### config.mk
export PLATFORM = sky130hd
export DESIGN_NAME = cksum_rom_gen
export DESIGN_NICKNAME = d
export VERILOG_FILES = /design/src/rtl/cks_pkg.sv /design/src/rtl/cks_accum.sv /design/src/rtl/cks_field.sv /design/src/rtl/cksum_rom_gen.sv
export SDC_FILE = /design/constraint.sdc
export NUM_CORES = 1
export LEC_CHECK = 0
export CAP_MARGIN = 20
export CORE_MARGIN = 4
export CORE_UTILIZATION = 55
export DETAILED_ROUTE_END_ITERATION = 6
export DONT_BUFFER_PORTS = 1
export MAX_ROUTING_LAYER = met4
export PLACE_DENSITY = 0.7
export RECOVER_POWER = 25
export SYNTH_ARGS = -nofsm -noshare
export SYNTH_HDL_FRONTEND = slang
export SYNTH_SLANG_ARGS = --single-unit
### constraint.sdc
create_clock -name clk -period 12.91 [get_ports clk]
set_clock_uncertainty 0.15 [all_clocks]
set_input_delay 1.291 -clock clk [delete_from_list [all_inputs] [get_ports clk]]
set_output_delay 1.291 -clock clk [all_outputs]
set_load 0.03 [all_outputs]
### src/rtl/cks_pkg.sv
package cks_pkg;

    typedef enum logic [2:0] {
        ST_IDLE  = 3'd0,
        ST_READ  = 3'd1,
        ST_DRAIN = 3'd2,
        ST_WRITE = 3'd3,
        ST_FIN   = 3'd4
    } cks_state_e;

endpackage

### src/rtl/cks_accum.sv
module cks_accum #(
    parameter int SUM_W  = 32,
    parameter int DATA_W = 8
) (
    input  logic              clk,
    input  logic              rst_n,
    input  logic              clr,
    input  logic              en,
    input  logic              zero,
    input  logic [DATA_W-1:0] byte_in,
    output logic [SUM_W-1:0]  sum
);

    logic [SUM_W-1:0]  sum_d, sum_q;
    logic [DATA_W-1:0] byte_eff;

    always_comb begin
        byte_eff = zero ? '0 : byte_in;
        sum_d    = sum_q;
        if (clr) begin
            sum_d = '0;
        end else if (en) begin
            sum_d = {sum_q[SUM_W-2:0], sum_q[SUM_W-1]} + SUM_W'(byte_eff);
        end
    end

    always_ff @(posedge clk or negedge rst_n) begin
        if (!rst_n) sum_q <= '0;
        else        sum_q <= sum_d;
    end

    assign sum = sum_q;

endmodule

### src/rtl/cks_field.sv
module cks_field #(
    parameter int ADDR_W = 12,
    parameter int SUM_W  = 32,
    parameter int DATA_W = 8,
    parameter int TAIL   = 9,
    localparam int LW    = ADDR_W + 1,
    localparam int NB    = SUM_W / DATA_W,
    localparam int KW    = (NB > 1) ? $clog2(NB) : 1,
    localparam int HEAD  = TAIL + NB - 1
) (
    input  logic [LW-1:0]     len,
    input  logic [LW-1:0]     idx,
    input  logic [ADDR_W-1:0] base,
    input  logic [KW-1:0]     k,
    input  logic [SUM_W-1:0]  sum,
    output logic              in_field,
    output logic [ADDR_W-1:0] wb_addr,
    output logic [DATA_W-1:0] wb_byte
);

    logic [DATA_W-1:0] lanes [NB];

    generate
        for (genvar g = 0; g < NB; g++) begin : g_lane
            assign lanes[g] = sum[SUM_W-1-g*DATA_W -: DATA_W];
        end
    endgenerate

    always_comb begin
        in_field = (idx >= (len - LW'(HEAD))) && (idx <= (len - LW'(TAIL)));
        wb_addr  = base + ADDR_W'(len - LW'(HEAD)) + ADDR_W'(k);
        wb_byte  = lanes[k];
    end

endmodule

### src/rtl/cksum_rom_gen.sv
module cksum_rom_gen
    import cks_pkg::*;
#(
    parameter int ADDR_W = 12,
    parameter int TAIL   = 9
) (
    input  logic              clk,
    input  logic              rst_n,
    input  logic              start,
    input  logic [ADDR_W-1:0] base_in,
    input  logic [ADDR_W:0]   len_in,
    output logic              rd_en,
    output logic [ADDR_W-1:0] rd_addr,
    input  logic [7:0]        rd_data,
    output logic              wr_en,
    output logic [ADDR_W-1:0] wr_addr,
    output logic [7:0]        wr_data,
    output logic              busy,
    output logic              done,
    output logic              err,
    output logic [31:0]       sum_out
);

    localparam int SUM_W   = 32;
    localparam int DATA_W  = 8;
    localparam int LW      = ADDR_W + 1;
    localparam int NB      = SUM_W / DATA_W;
    localparam int KW      = (NB > 1) ? $clog2(NB) : 1;
    localparam int MIN_LEN = TAIL + NB - 1;

    typedef struct packed {
        cks_state_e        st;
        logic [ADDR_W-1:0] base;
        logic [LW-1:0]     len;
        logic [LW-1:0]     idx;
        logic              pv;
        logic [LW-1:0]     pidx;
        logic [KW-1:0]     k;
        logic              err;
    } ctl_t;

    ctl_t ctl_d, ctl_q;
    logic acc_clr;
    logic in_field;
    logic [ADDR_W-1:0] wb_addr;
    logic [DATA_W-1:0] wb_byte;
    logic [SUM_W-1:0]  sum;

    cks_field #(
        .ADDR_W(ADDR_W), .SUM_W(SUM_W), .DATA_W(DATA_W), .TAIL(TAIL)
    ) field_i (
        .len(ctl_q.len), .idx(ctl_q.pidx), .base(ctl_q.base), .k(ctl_q.k),
        .sum(sum), .in_field(in_field), .wb_addr(wb_addr), .wb_byte(wb_byte)
    );

    cks_accum #(.SUM_W(SUM_W), .DATA_W(DATA_W)) accum_i (
        .clk(clk), .rst_n(rst_n), .clr(acc_clr), .en(ctl_q.pv),
        .zero(in_field), .byte_in(rd_data), .sum(sum)
    );

    always_comb begin
        ctl_d    = ctl_q;
        ctl_d.pv = 1'b0;
        acc_clr  = 1'b0;
        rd_en    = 1'b0;
        wr_en    = 1'b0;
        unique case (ctl_q.st)
            ST_IDLE: begin
                if (start) begin
                    ctl_d.base = base_in;
                    ctl_d.len  = len_in;
                    ctl_d.idx  = '0;
                    ctl_d.k    = '0;
                    acc_clr    = 1'b1;
                    if (len_in < LW'(MIN_LEN)) begin
                        ctl_d.err = 1'b1;
                        ctl_d.st  = ST_FIN;
                    end else begin
                        ctl_d.err = 1'b0;
                        ctl_d.st  = ST_READ;
                    end
                end
            end
            ST_READ: begin
                rd_en      = 1'b1;
                ctl_d.pv   = 1'b1;
                ctl_d.pidx = ctl_q.idx;
                ctl_d.idx  = ctl_q.idx + 1'b1;
                if (ctl_q.idx == ctl_q.len - 1'b1) ctl_d.st = ST_DRAIN;
            end
            ST_DRAIN: begin
                ctl_d.k  = '0;
                ctl_d.st = ST_WRITE;
            end
            ST_WRITE: begin
                wr_en   = 1'b1;
                ctl_d.k = ctl_q.k + 1'b1;
                if (ctl_q.k == KW'(NB - 1)) ctl_d.st = ST_FIN;
            end
            ST_FIN: begin
                ctl_d.st = ST_IDLE;
            end
            default: ctl_d.st = ST_IDLE;
        endcase
    end

    always_ff @(posedge clk or negedge rst_n) begin
        if (!rst_n) begin
            ctl_q <= '{st: ST_IDLE, default: '0};
        end else begin
            ctl_q <= ctl_d;
        end
    end

    assign rd_addr = ctl_q.base + ADDR_W'(ctl_q.idx);
    assign wr_addr = wb_addr;
    assign wr_data = wb_byte;
    assign busy    = (ctl_q.st != ST_IDLE);
    assign done    = (ctl_q.st == ST_FIN);
    assign err     = ctl_q.err;
    assign sum_out = sum;

    AST_RD_ADDR_STEP: assert property (@(posedge clk) disable iff (!rst_n)
        rd_en && $past(rd_en) |-> rd_addr == $past(rd_addr) + ADDR_W'(1));
    AST_WR_ADDR_STEP: assert property (@(posedge clk) disable iff (!rst_n)
        wr_en && $past(wr_en) |-> wr_addr == $past(wr_addr) + ADDR_W'(1));
    AST_SUM_HOLD_WB: assert property (@(posedge clk) disable iff (!rst_n)
        wr_en && $past(wr_en) |-> $stable(sum_out));
    AST_RD_WR_EXCL: assert property (@(posedge clk) disable iff (!rst_n)
        !(rd_en && wr_en));
    AST_DONE_PULSE: assert property (@(posedge clk) disable iff (!rst_n)
        done |=> !done);
    AST_REJECT_QUIET: assert property (@(posedge clk) disable iff (!rst_n)
        err |-> !rd_en && !wr_en);
    AST_BUSY_LATCH: assert property (@(posedge clk) disable iff (!rst_n)
        busy && start |=> $stable(rd_addr) || rd_en);

endmodule

# [Word-level counts from Yosys, hierarchy flattened]
# Index checks and enable logic that the tools add are counted.
[classes] add_sub_neg=9 n_lt_le_gt_ge=4 n_eq_ne=9 muxes=20 bitwise_logic=1 reduce_logical=10
[ops] cell="2-to-1 mux 32 bit" n=2
[ops] cell="2-to-1 mux 41 bit" n=1
[ops] cell="adder 32 x 8 -> 32 bit" n=1
[ops] cell="one-hot mux 13 bit (2 select lines)" n=1
[ops] cell="subtractor 13 x 4 -> 13 bit, second input constant" n=2
[ops] cell="adder 12 bit" n=2
[ops] cell="2-to-1 mux 8 bit" n=3
[ops] cell="binary-select mux 8 bit (select 2 bit)" n=1
[ops] cell="2-to-1 mux 14 bit" n=1
[ops] cell="adder 13 x 1 -> 13 bit, second input constant" n=1
[ops] cell="== test 13 bit" n=1
[ops] cell=">= comparator 13 bit" n=1
[ops] cell="<= comparator 13 bit" n=1
[ops] cell="< comparator 13 x 4 -> 1 bit, second input constant" n=1
[ops] cell="subtractor 13 x 1 -> 13 bit, second input constant" n=1
[ops] cell="adder 12 x 2 -> 12 bit" n=1
[ops] cell="2-to-1 mux 3 bit" n=4
[ops] cell="one-hot mux 3 bit (4 select lines)" n=1
[ops] cell="== test 3 x 2 -> 1 bit, second input constant" n=2
[ops] cell="inequality test 2 bit, second input constant" n=3
[ops] cell="one-hot mux 2 bit (3 select lines)" n=1
[ops] cell="AND reduction 2 bit" n=3
[ops] cell="nonzero test 3 bit" n=2
[ops] cell="2-to-1 mux 1 bit" n=5
[ops] cell="other kinds (10)" n=11
[word_totals] regBits=90 input_bits=36 output_inout_bits=69

# [Logic depth before layout (Yosys ltp)]
# Gate-level depths: netlist of the first run.
[depth] ltp_word=7 depth_mapped=23

# [Modules after synthesis]
# From an unflattened synthesis of the first run, not the netlist that was laid out.
[hier_totals] hier_cells=851 area_unflattened_um2=7353.3
[modules_own_cells] module="cksum_rom_gen" instances=1 cells_each=388 area_each_um2=3343.2
[modules_own_cells] module="cks_accum" instances=1 cells_each=253 area_each_um2=2245.9
[modules_own_cells] module="cks_field" instances=1 cells_each=210 area_each_um2=1764.2

# [Worst setup path after synthesis of the first run]
# No wires, ideal clock.
[synth_timing] path_type="register to register" start="register ctl_q[32] in the netlist's numbering" end="register accum_i.sum_q[8], in the netlist accum_i.sum[8]" setup_ns=0.094 arrival_ns=4.807 slack_ns=7.859 stages_incl_launch_ff=24 n_path_buf=2 period_less_slack_ns=5.051 path_cell_list="dfrtp_1 -> clkbuf_1 -> inv_1 -> ha_1 -> nor2b_1 -> nor2_1 -> nand2_1 -> xor2_1 -> ha_1 -> a2111oi_0 -> o21ai_0 -> nor3_1 -> o21ai_0 -> a2bb2oi_1 -> nor2b_1 -> ha_1 -> fa_1 -> a21oi_1 -> nor2_1 -> nor3_1 -> clkbuf_1 -> nor2_1 -> xnor2_1 -> a211oi_1"
[synth_between] elab_chain_cells=7
[synth_lines] element="from (decl)" line_no="cksum_rom_gen.sv:42" rtl="ctl_t ctl_d, ctl_q;"
[synth_lines] element="from (signal assigned)" line_no="cksum_rom_gen.sv:111" rtl="ctl_q <= ctl_d;"
[synth_lines] element="subtractor 13 x 4 -> 13 bit, on equally long branches"
[synth_lines] element=">= comparator 13 bit / <= comparator 13 bit (equally long branches)" line_no="cks_field.sv:30" rtl="in_field = (idx >= (len - LW'(HEAD))) && (idx <= (len - LW'(TAIL)));"
[synth_lines] element="logical AND 1 bit *" line_no="cks_field.sv:30"
[synth_lines] element="2-to-1 mux 8 bit *" line_no="cks_accum.sv:18" rtl="byte_eff = zero ? '0 : byte_in;"
[synth_lines] element="adder 32 x 8 -> 32 bit *" line_no="cks_accum.sv:23" rtl="sum_d = {sum_q[SUM_W-2:0], sum_q[SUM_W-1]} + SUM_W'(byte_eff);"
[synth_lines] element="2-to-1 mux 32 bit *" line_no="cks_accum.sv:22" rtl="end else if (en) begin"
[synth_lines] element="2-to-1 mux 32 bit *" line_no="cks_accum.sv:20" rtl="if (clr) begin"
[synth_lines] element="to (signal assigned)" line_no="cks_accum.sv:29" rtl="else sum_q <= sum_d;"
[synth_lines] element="to (decl)" line_no="cks_accum.sv:14" rtl="logic [SUM_W-1:0] sum_d, sum_q;"
# Every way passes the cells marked *; elsewhere a longest branch is shown, timed or not. The select of a mux whose other input is x is not followed.
# A chain may end at the register's enable or synchronous reset.

# [Worst setup path in the final report of the first run]
[layout_timing] start="register ctl_q[34] in the netlist's numbering" end="register accum_i.sum_q[23], in the netlist accum_i.sum[23]"
# Same word-level chain as after synthesis.

==> results by group, run 1 <==
Outcome
  – Status: complete, no violations

Final layout
  – Diode count: 0
  – Area Growth Syn to Fin: 5.950%
  – Reg area: about 2300 µm²
  – Nets: 900
  – Fin cells: 964
  – Fill cell count: between 1000 and 1500
  – Share of cells above drive strength 1: between 5 and 6%
  – Total area of multi-input combinational cells: 4579 µm²

CTS
  – Clk pin slew, worst setup/hold paths: approximately 70 ps
  – Htree depth: 3
  – CTS Sinks: 90
  – Clk buf depth: 2
  – Setup Fix Bufs, Post-CTS: 0
  – Cts bufs inserted: 9
  – Clock root cell: clkbuf_16
  – Cts-stage hold buffer count: 0
  – CTS tree: built
  – Post-CTS Resized: 0
  – Worst-Skew Late Latency: 350 ps

Global route
  – GRT Total Usage: 28.11%
  – Grt ovf: 0
  – Antenna violations before repair: 0
  – Vias in the first global route: a little under 6000
  – First-pass GRT wire length: 31380 µm
  – Largest net degree at the start of global routing: 91

Placed design
  – Placed Cells: 949
  – Detail Placement HPWL: about 15000 µm
  – Post-place setup slack: 7010 ps
  – Placer Congestion: between 0.9 and 1
  – # port buffers: 0

Logic synthesis
  – Synth Cell Area: 7087 µm²
  – Async SR Flop Fraction: between 90% and 100%
  – Largest family of logic cells by synthesized area: simple AND/OR/NAND/NOR gates
  – Syn nets: 924
  – Adder-Cell Fraction of Synth Area: 13.95%
  – Cell with the most instances after synthesis: nand2_1
  – Mux cell area share after synthesis: 3.972%
  – Number of synthesized flops with an enable pin: 0
  – Mapped Cells: about 810
  – Synth cell types: 63
  – Synth warn: 0
  – Share of the yosys chip area belonging to registers: 31.78%
  – Share of the synthesized area in the top cell type: 31.78%
  – Dominant cell type by area after synthesis: dfrtp_1
  – Top cells by area, synth: dfrtp_1, ha_1, xnor2_1
  – Top FF cell, synth: dfrtp_1
  – Mean Syn Cell Area: 8.728 µm²
  – List of most frequent post-synthesis cells: nand2_1, dfrtp_1, ha_1
  – Area share of and/or/nand/nor cells after synthesis: 22.44%
  – Seq cells post-synth: 90
  – Post-synthesis compound-gate area fraction: 13.79%
  – Post-Synth XOR/XNOR Area: 10.38%

Timing
  – RSZ-0062 raised after global routing: false
  – Fin. Hold Viols: 0
  – Setup violators final: 0
  – Worst Max-Slew Pin Slew: roughly 1100 ps
  – Tmin final: 5965 ps
  – Final worst slack: 6945 ps
  – Slew HR: 27.20%
  – Period Utilization, post-route: a little under half
  – Setup TNS: 0 ps
  – Final Max Tran Viols: 0
  – Highest Clock Rate: around 0.17 GHz

Detailed routing
  – DR vias: 5895
  – Initial DRC count: 338
  – Via/cell ratio: 6.115
  – DRC errors left: 0
  – DR WL/cell: 20.01 µm
  – First-pass iteration count of the detailed router: 5
  – Total Wirelength: 19290 µm
  – Routed Antenna Nets: 0

Setup path
  – WS Path Type: register to register
  – Critical path capture point type: register
  – Crit-path cells: or3_1, nor3_1, xor2_1, inv_1, ha_1, nand4_1, a211o_1, a31oi_1, a2bb2oi_1, nor2b_1, ha_1, a211oi_1, o21ai_1, a21oi_1, nor4b_1, xnor2_1, a211oi_2
  – Critical-path maximum fanout: 14
  – Worst r2r path cells: 17
  – CP max-delay cell: a21oi_1
  – Crit path largest cell delay: 850 ps
  – Critical Path Most Common Cell: ha_1
  – WP data arrival: between 6000 and 7000 ps
  – R2r startpoint: ctl_q[34]$_DFFE_PN0P_
  – CP required: between 10000 and 15000 ps
  – Setup slack, reg-to-reg: between 6000 and 7000 ps
  – Worst r2r dst: accum_i.sum[23]$_DFFE_PN0P_
  – Crit path launch type: register

Die
  – Die width: 121.5 µm
  – Placeable Area: about 13000 µm²
  – # IOs: ~110
  – Row count: 41
  – Die Ht: 121.5 µm
  – Starting Density: between 50% and 60%
  – Area of the die: 14760 µm²

Hold path
  – Hold Path Sink: ctl_q[51]$_DFFE_PN0P_
  – Hold-critical path depth: 2
  – Worst hold start: ctl_q[51]$_DFFE_PN0P_
  – Hold WC Path Type: register to register

Job
  – Maximum capacitance violations: 0
## cell type report
type,instances,share of cell area (%)
repair buffers,4,0.3999
clock buffers,11,3.233
clock inverters,4,1.016
flip-flops and latches,90,30.00
multi-input cells,653,60.99
well taps,172,2.866
inverters,30,1.500
## worst max path at each step
stage                                     start                     endpoint
after floorplan           ctl_q[32]$_DFFE_PN0P_   accum_i.sum[8]$_DFFE_PN0P_
after global placement    ctl_q[34]$_DFFE_PN0P_  accum_i.sum[23]$_DFFE_PN0P_
after detailed placement  ctl_q[34]$_DFFE_PN0P_  accum_i.sum[23]$_DFFE_PN0P_
after CTS                 ctl_q[34]$_DFFE_PN0P_  accum_i.sum[23]$_DFFE_PN0P_
after global routing      ctl_q[32]$_DFFE_PN0P_  accum_i.sum[23]$_DFFE_PN0P_
final                     ctl_q[34]$_DFFE_PN0P_  accum_i.sum[23]$_DFFE_PN0P_
## through the flow
stage               area [µm²]  hold WS (ps)  util [%]
finish                    7508         372.5     59.50
global route              7508         414.6     59.50
CTS                       7508         373.2     59.50
detailed placement        7189         358.8     56.97
global placement          7189         355.4     56.97
floorplan                 7087         325.9         -
## state kept, by name, indices dropped and copies added, names as in the netlist
register,cells
accum_i.sum,32
ctl_q,57
err,1
## per-layer routing
layer  share of wire [%]  vias to the layer above  track usage (%)  routed length (µm)
li1                    -                     2798                -                   -
met1                  41                     2818            34.29                7871
met2                  49                      239            45.91                9459
met3                 7.2                       40            5.828                1394
met4                 2.9                        0            11.06                 566
met5                   0                        -                -                   0
## cells by family (layout without fill, tap and decap cells)
family          count (synthesis)  in the layout
compound gates                157            157
xor+xnor                       84             84
fa+ha+maj                      76             76
buf+inv                        69             49
flops                          90             90
mux                            18             18
simple gates                  318            318
## cell usage in the layout, fill, tap and decap left out, types with 5 or more instances in the layout
cell type	instances
nor2b_1	18
mux2i_1	9
a211oi_1	9
o21ai_0	48
nand2b_1	5
dfrtp_1	90
nor2_1	52
inv_1	30
nand2_1	142
xor2_1	22
nor4b_1	5
o31ai_1	8
a21oi_1	43
o21a_1	10
nor3_1	19
fa_1	5
ha_1	71
nand4_1	13
nor4_2	6
mux4_2	8
and3_1	7
a21o_1	7
nor4_1	7
nand3_1	13
xnor2_1	62
clkbuf_16	9
o211ai_1	7
## critical path: cells and delay by family (launching register included)
kind,cells,cell delay [ps]
XOR/XNOR,2,460
buffers and inverters,1,80
AND/OR/NAND/NOR,5,1240
adder cells (fa/ha/maj),2,630
AO/OA/AOI/OAI,7,2760
flip-flops,1,550
Power of run 1 is not shown: default switching activity piles up to over one toggle a cycle in this logic, so the estimate is an artifact.
==> run 2: changes to the inputs <==
Clock period 12.91 ns to 5.7 ns, I/O delays scaled along.
==> results by group, run 2 (synthesis gave the netlist of run 1 again) <==
Timing
  – RSZ-0062 raised after global routing: false
  – Slew HR: -174.4%
  – Final Max Tran Viols: 91
  – Fin. Hold Viols: 0
  – Worst Max-Slew Pin Slew: 4115 ps
  – Tmin final: between 5000 and 6000 ps
  – Setup violators final: 0
  – Period Utilization, post-route: 91.68%
  – Setup TNS: 0 ps
  – Final hold slack: 172.0 ps
  – Highest Clock Rate: 0.1914 GHz

Detailed routing
  – Via/cell ratio: about 6.1
  – DR vias: 5897
  – Routed Antenna Nets: 0
  – DR WL/cell: 19.80 µm
  – DRC errors left: 0
  – Total Wirelength: 19200 µm
  – Initial DRC count: ~350
  – First-pass iteration count of the detailed router: 5

Setup path
  – WS Path Type: register to register
  – CP required: 5800 ps
  – Critical-path maximum fanout: 12
  – Crit path launch type: register
  – Critical path capture point type: register
  – WP data arrival: 5330 ps

Die
  – Starting Density: 56.16%
  – Placeable Area: 12620 µm²
  – Row count: 41
  – Area of the die: 14760 µm²
  – # IOs: 105
  – Die Ht: 121.5 µm
  – Die width: ~120 µm

Outcome
  – Failing checks: max-capacitance violations, max-slew violations
  – Status: finished, violations left

Final layout
  – Area Growth Syn to Fin: 5.862%
  – Nets: 904
  – Most common cell after layout, fill and taps aside: nand2_1
  – Number of flip-flops in the largest register: 57
  – Fill cell count: ~1100
  – Share of cells above drive strength 1: between 6 and 7%
  – Largest reg by FF count: ctl_q
  – Commonest non-fill, non-tap cells in the layout: nand2_1, dfrtp_1, ha_1, xnor2_1, nor2_1
  – Finished Cell Area: 7502 µm²

CTS
  – Htree depth: 3
  – Setup Fix Bufs, Post-CTS: 0
  – Clk buf depth: 2
  – CTS Sinks: 90
  – CTS tree: built
  – Cts bufs inserted: 9
  – Clk pin slew, worst setup/hold paths: 70 ps
  – Clock root cell: clkbuf_16
  – Worst-Skew Late Latency: between 300 and 400 ps

Global route
  – Grt ovf: 0
  – Antenna violations before repair: 1
  – First-pass GRT wire length: approximately 32000 µm
  – Vias in the first global route: 6062
  – GRT Total Usage: 28.06%
  – Largest net degree at the start of global routing: 91

Hold path
  – Hold WC Path Type: primary input to register

Job
  – Maximum capacitance violations: 1

Placed design
  – Detail Placement HPWL: 14430 µm
  – # port buffers: 0
  – Placer Congestion: 0.9448
  – Area of placed instances: 7207 µm²
[run 2: what timing repair did]
| action | 4_1_cts | 5_1_grt |
|---|---|---|
| endpoints found under the hold margin | 90 | 0 |
| gates resized for setup | 0 | 1 |
| hold buffers | 1 | 0 |
| endpoints found under the setup margin | 0 | 1 |
[run 2: routing by layer]
metal	part of all wire [%]	track usage, %
met3	8.0	7.832
met2	49	45.66
met4	3.2	10.29
met5	0	-
met1	40	33.38
[run 2: critical path: stages (launching register included)]
cell,delay [ps]
dfrtp_2,490
nor3_1,470
nor2_1,150
nor2_1,280
nand2_1,120
xor2_1,190
ha_1,220
a2111oi_0,380
o21ai_0,140
nor3_1,170
o21ai_0,110
a2bb2oi_1,220
buf_4,200
nor2b_1,60
ha_1,220
fa_1,420
a21oi_1,210
nor2_1,100
nor3_1,140
buf_4,230
nor2_1,70
xnor2_1,130
a211oi_1,250
[run 2: worst paths after layout]
kind	start	endpoint	slack, ps	cells past startpoint
setup / recovery	ctl_q[32]$_DFFE_PN0P_	accum_i.sum[8]$_DFFE_PN0P_	470	22
hold / removal	base_in[4]	ctl_q[47]$_DFFE_PN0P_	170	2
setup reg to reg	ctl_q[32]$_DFFE_PN0P_	accum_i.sum[8]$_DFFE_PN0P_	470	22
hold reg to reg	ctl_q[46]$_DFFE_PN0P_	ctl_q[46]$_DFFE_PN0P_	370	2
max in group asynchronous	rst_n	ctl_q[32]$_DFFE_PN0P_	1130	1
min in group asynchronous	rst_n	ctl_q[7]$_DFFE_PN0P_	1640	1
[run 2: stage by stage]
step | utilization, % | std cells | worst slack (ps)
3_5_place_dp | 57.11 | 952 | 466.1
2_1_floorplan | - | 812 | 648.8
4_1_cts | 59.54 | 969 | 442.5
6_report | 59.45 | 970 | 474.3
3_3_place_gp | 57.11 | 952 | 478.7
5_1_grt | 59.45 | 970 | 56.15
[run 2: area by class of cell]
class | instances | area, µm² | share of cell area (%)
Multi-Input combinational cell | 653 | 4574 | 60.97
Clock inverter | 7 | 53.80 | 0.7171
Sequential cell | 90 | 2253 | 30.04
Inverter | 30 | 112.6 | 1.501
Timing Repair Buffer | 8 | 65.06 | 0.8672
Tap cell | 172 | 215.2 | 2.869
Antenna cell | 1 | 2.502 | 0.03336
Clock buffer | 9 | 225.2 | 3.002
Power of run 2 is left out for the same reason.
==> run 3: changes to the inputs <==
Settings changed: PLACE_DENSITY 0.7 to not set, PLACE_DENSITY_LB_ADDON set to 0.12.
==> results by group, run 3 (synthesis gave the netlist of run 1 again) <==
Timing
  – Setup TNS: 0 ps
  – RSZ-0062 raised after global routing: false
  – Fin. Hold Viols: 0
  – Slew HR: -183.1%
  – Setup violators final: 0
  – Highest Clock Rate: 0.1900 GHz
  – Final Max Tran Viols: 91
  – Tmin final: around 5300 ps
  – Worst Max-Slew Pin Slew: 4247 ps
  – Period Utilization, post-route: 92.35%

Die
  – Starting Density: 56.16%
  – Area of the die: ~15000 µm²
  – Die width: 121.5 µm
  – Placeable Area: 12620 µm²
  – # IOs: 105
  – Row count: 41
  – Die Ht: 121.5 µm

Setup path
  – Critical-path maximum fanout: 12
  – Crit-path cells: or3_1, nor3_1, and2_1, xor2_1, inv_1, ha_1, nand4_1, o31ai_1, a21o_1, a2bb2oi_1, buf_4, nor2b_1, ha_1, fa_1, a21oi_1, nor2_1, nor3_1, buf_4, nor2_1, xnor2_1, a211oi_1
  – Critical path capture point type: register
  – WP data arrival: 5370 ps
  – Crit path largest cell delay: between 500 and 600 ps
  – Delay-heaviest family, CP: simple AND/OR/NAND/NOR gates
  – Crit path launch type: register
  – WS Path Type: register to register
  – CP required: 5810 ps
  – CP max-delay cell: dfrtp_1
  – Crit path buffers/inverters: 3

Detailed routing
  – DR WL/cell: 19.47 µm
  – Initial DRC count: approximately 260
  – DRC errors left: 0
  – DR vias: 5873
  – Routed Antenna Nets: 0
  – Total Wirelength: 18870 µm
  – Via/cell ratio: 6.061
  – First-pass iteration count of the detailed router: 5

Placed design
  – # port buffers: 0
  – Placer Congestion: around 0.94
  – Detail Placement HPWL: between 10000 and 15000 µm

Global route
  – Largest net degree at the start of global routing: 91
  – GRT Total Usage: 27.37%
  – First-pass GRT wire length: 30650 µm
  – Antenna violations before repair: 0
  – Vias in the first global route: 5767
  – Grt ovf: 0

CTS
  – CTS Sinks: 90
  – Worst-Skew Late Latency: 350 ps
  – Cts bufs inserted: 9
  – Clk pin slew, worst setup/hold paths: ~70 ps
  – Htree depth: 3
  – Clk buf depth: 2
  – CTS tree: built
  – Clock root cell: clkbuf_16

Final layout
  – Commonest non-fill, non-tap cells in the layout: nand2_1, dfrtp_1, ha_1, xnor2_1, nor2_1
  – Fill cell count: 1173
  – Largest reg by FF count: ctl_q
  – Number of flip-flops in the largest register: between 50 and 60
  – Diode count: 0
  – Nets: 905
  – Most common cell after layout, fill and taps aside: nand2_1
  – Area Growth Syn to Fin: 5.879%
  – Share of cells above drive strength 1: 6.399%

Outcome
  – Status: finished, violations left
  – Failing checks: max-capacitance violations, max-slew violations

Hold path
  – Hold WC Path Type: primary input to register

Job
  – Maximum capacitance violations: 1
[run 3: stage by stage]
| stage | worst slack, ps | util [%] | hold slack, ps | area, µm² | cells |
|---|---|---|---|---|---|
| finish | 435.8 | 59.46 | 174.5 | 7503 | 969 |
| global route | 17.26 | 59.46 | 168.3 | 7503 | 969 |
| CTS | 436.9 | 59.60 | 3.147 | 7521 | 969 |
| detailed placement | 444.3 | 57.17 | 126.6 | 7214 | 953 |
| global placement | 645.1 | 57.17 | 126.9 | 7214 | 953 |
| floorplan | 648.8 | - | 124.4 | 7087 | 812 |
[run 3: per-layer routing]
layer / up-vias / GRT usage (%) / wire (µm)
li1: 2809 / - / -
met1: 2823 / 33.10 / 7733
met2: 207 / 44.70 / 9249
met3: 34 / 5.967 / 1299
met4: 0 / 10.99 / 585
met5: - / - / 0
[run 3: final timing paths]
kind                                             from                          to  slack [ps]  depth (start not counted)
worst max-delay path            ctl_q[35]$_DFFE_PN0P_  accum_i.sum[8]$_DFFE_PN0P_         440                         21
worst min-delay path                        len_in[9]       ctl_q[39]$_DFFE_PN0P_         170                          2
worst max register to register  ctl_q[35]$_DFFE_PN0P_  accum_i.sum[8]$_DFFE_PN0P_         440                         21
worst min register to register  ctl_q[48]$_DFFE_PN0P_       ctl_q[48]$_DFFE_PN0P_         380                          2
max in group asynchronous                       rst_n       ctl_q[14]$_DFFE_PN0P_        1210                          1
min in group asynchronous                       rst_n       ctl_q[25]$_DFFE_PN0P_        1780                          1
[run 3: area by class of cell]
cell class / count / area [µm²] / area share (%)
multi-input combinational: 653 / 4574 / 60.96
sequential: 90 / 2252 / 30.01
clock buffer: 10 / 239.0 / 3.185
tap: 172 / 215.2 / 2.868
inverter: 30 / 112.6 / 1.501
timing repair buffer: 9 / 70.07 / 0.9338
clock inverter: 5 / 40.04 / 0.5336
[run 3: worst register-to-register path: cells and delay by family, from the launching register on]
| kind | cells | cell delay [ps] |
|---|---|---|
| xor+xnor | 2 | 440 |
| fa+ha+maj | 3 | 950 |
| buf+inv | 3 | 520 |
| compound gates | 5 | 1120 |
| simple gates | 8 | 1510 |
| flops | 1 | 510 |
[run 3: timing repair]
item / CTS / global route
hold buffers: 1 / 0
endpoints found under the hold margin: 90 / 0
resized for setup: 0 / 0
setup buffers: 0 / 0
Power of run 3 is left out for the same reason.
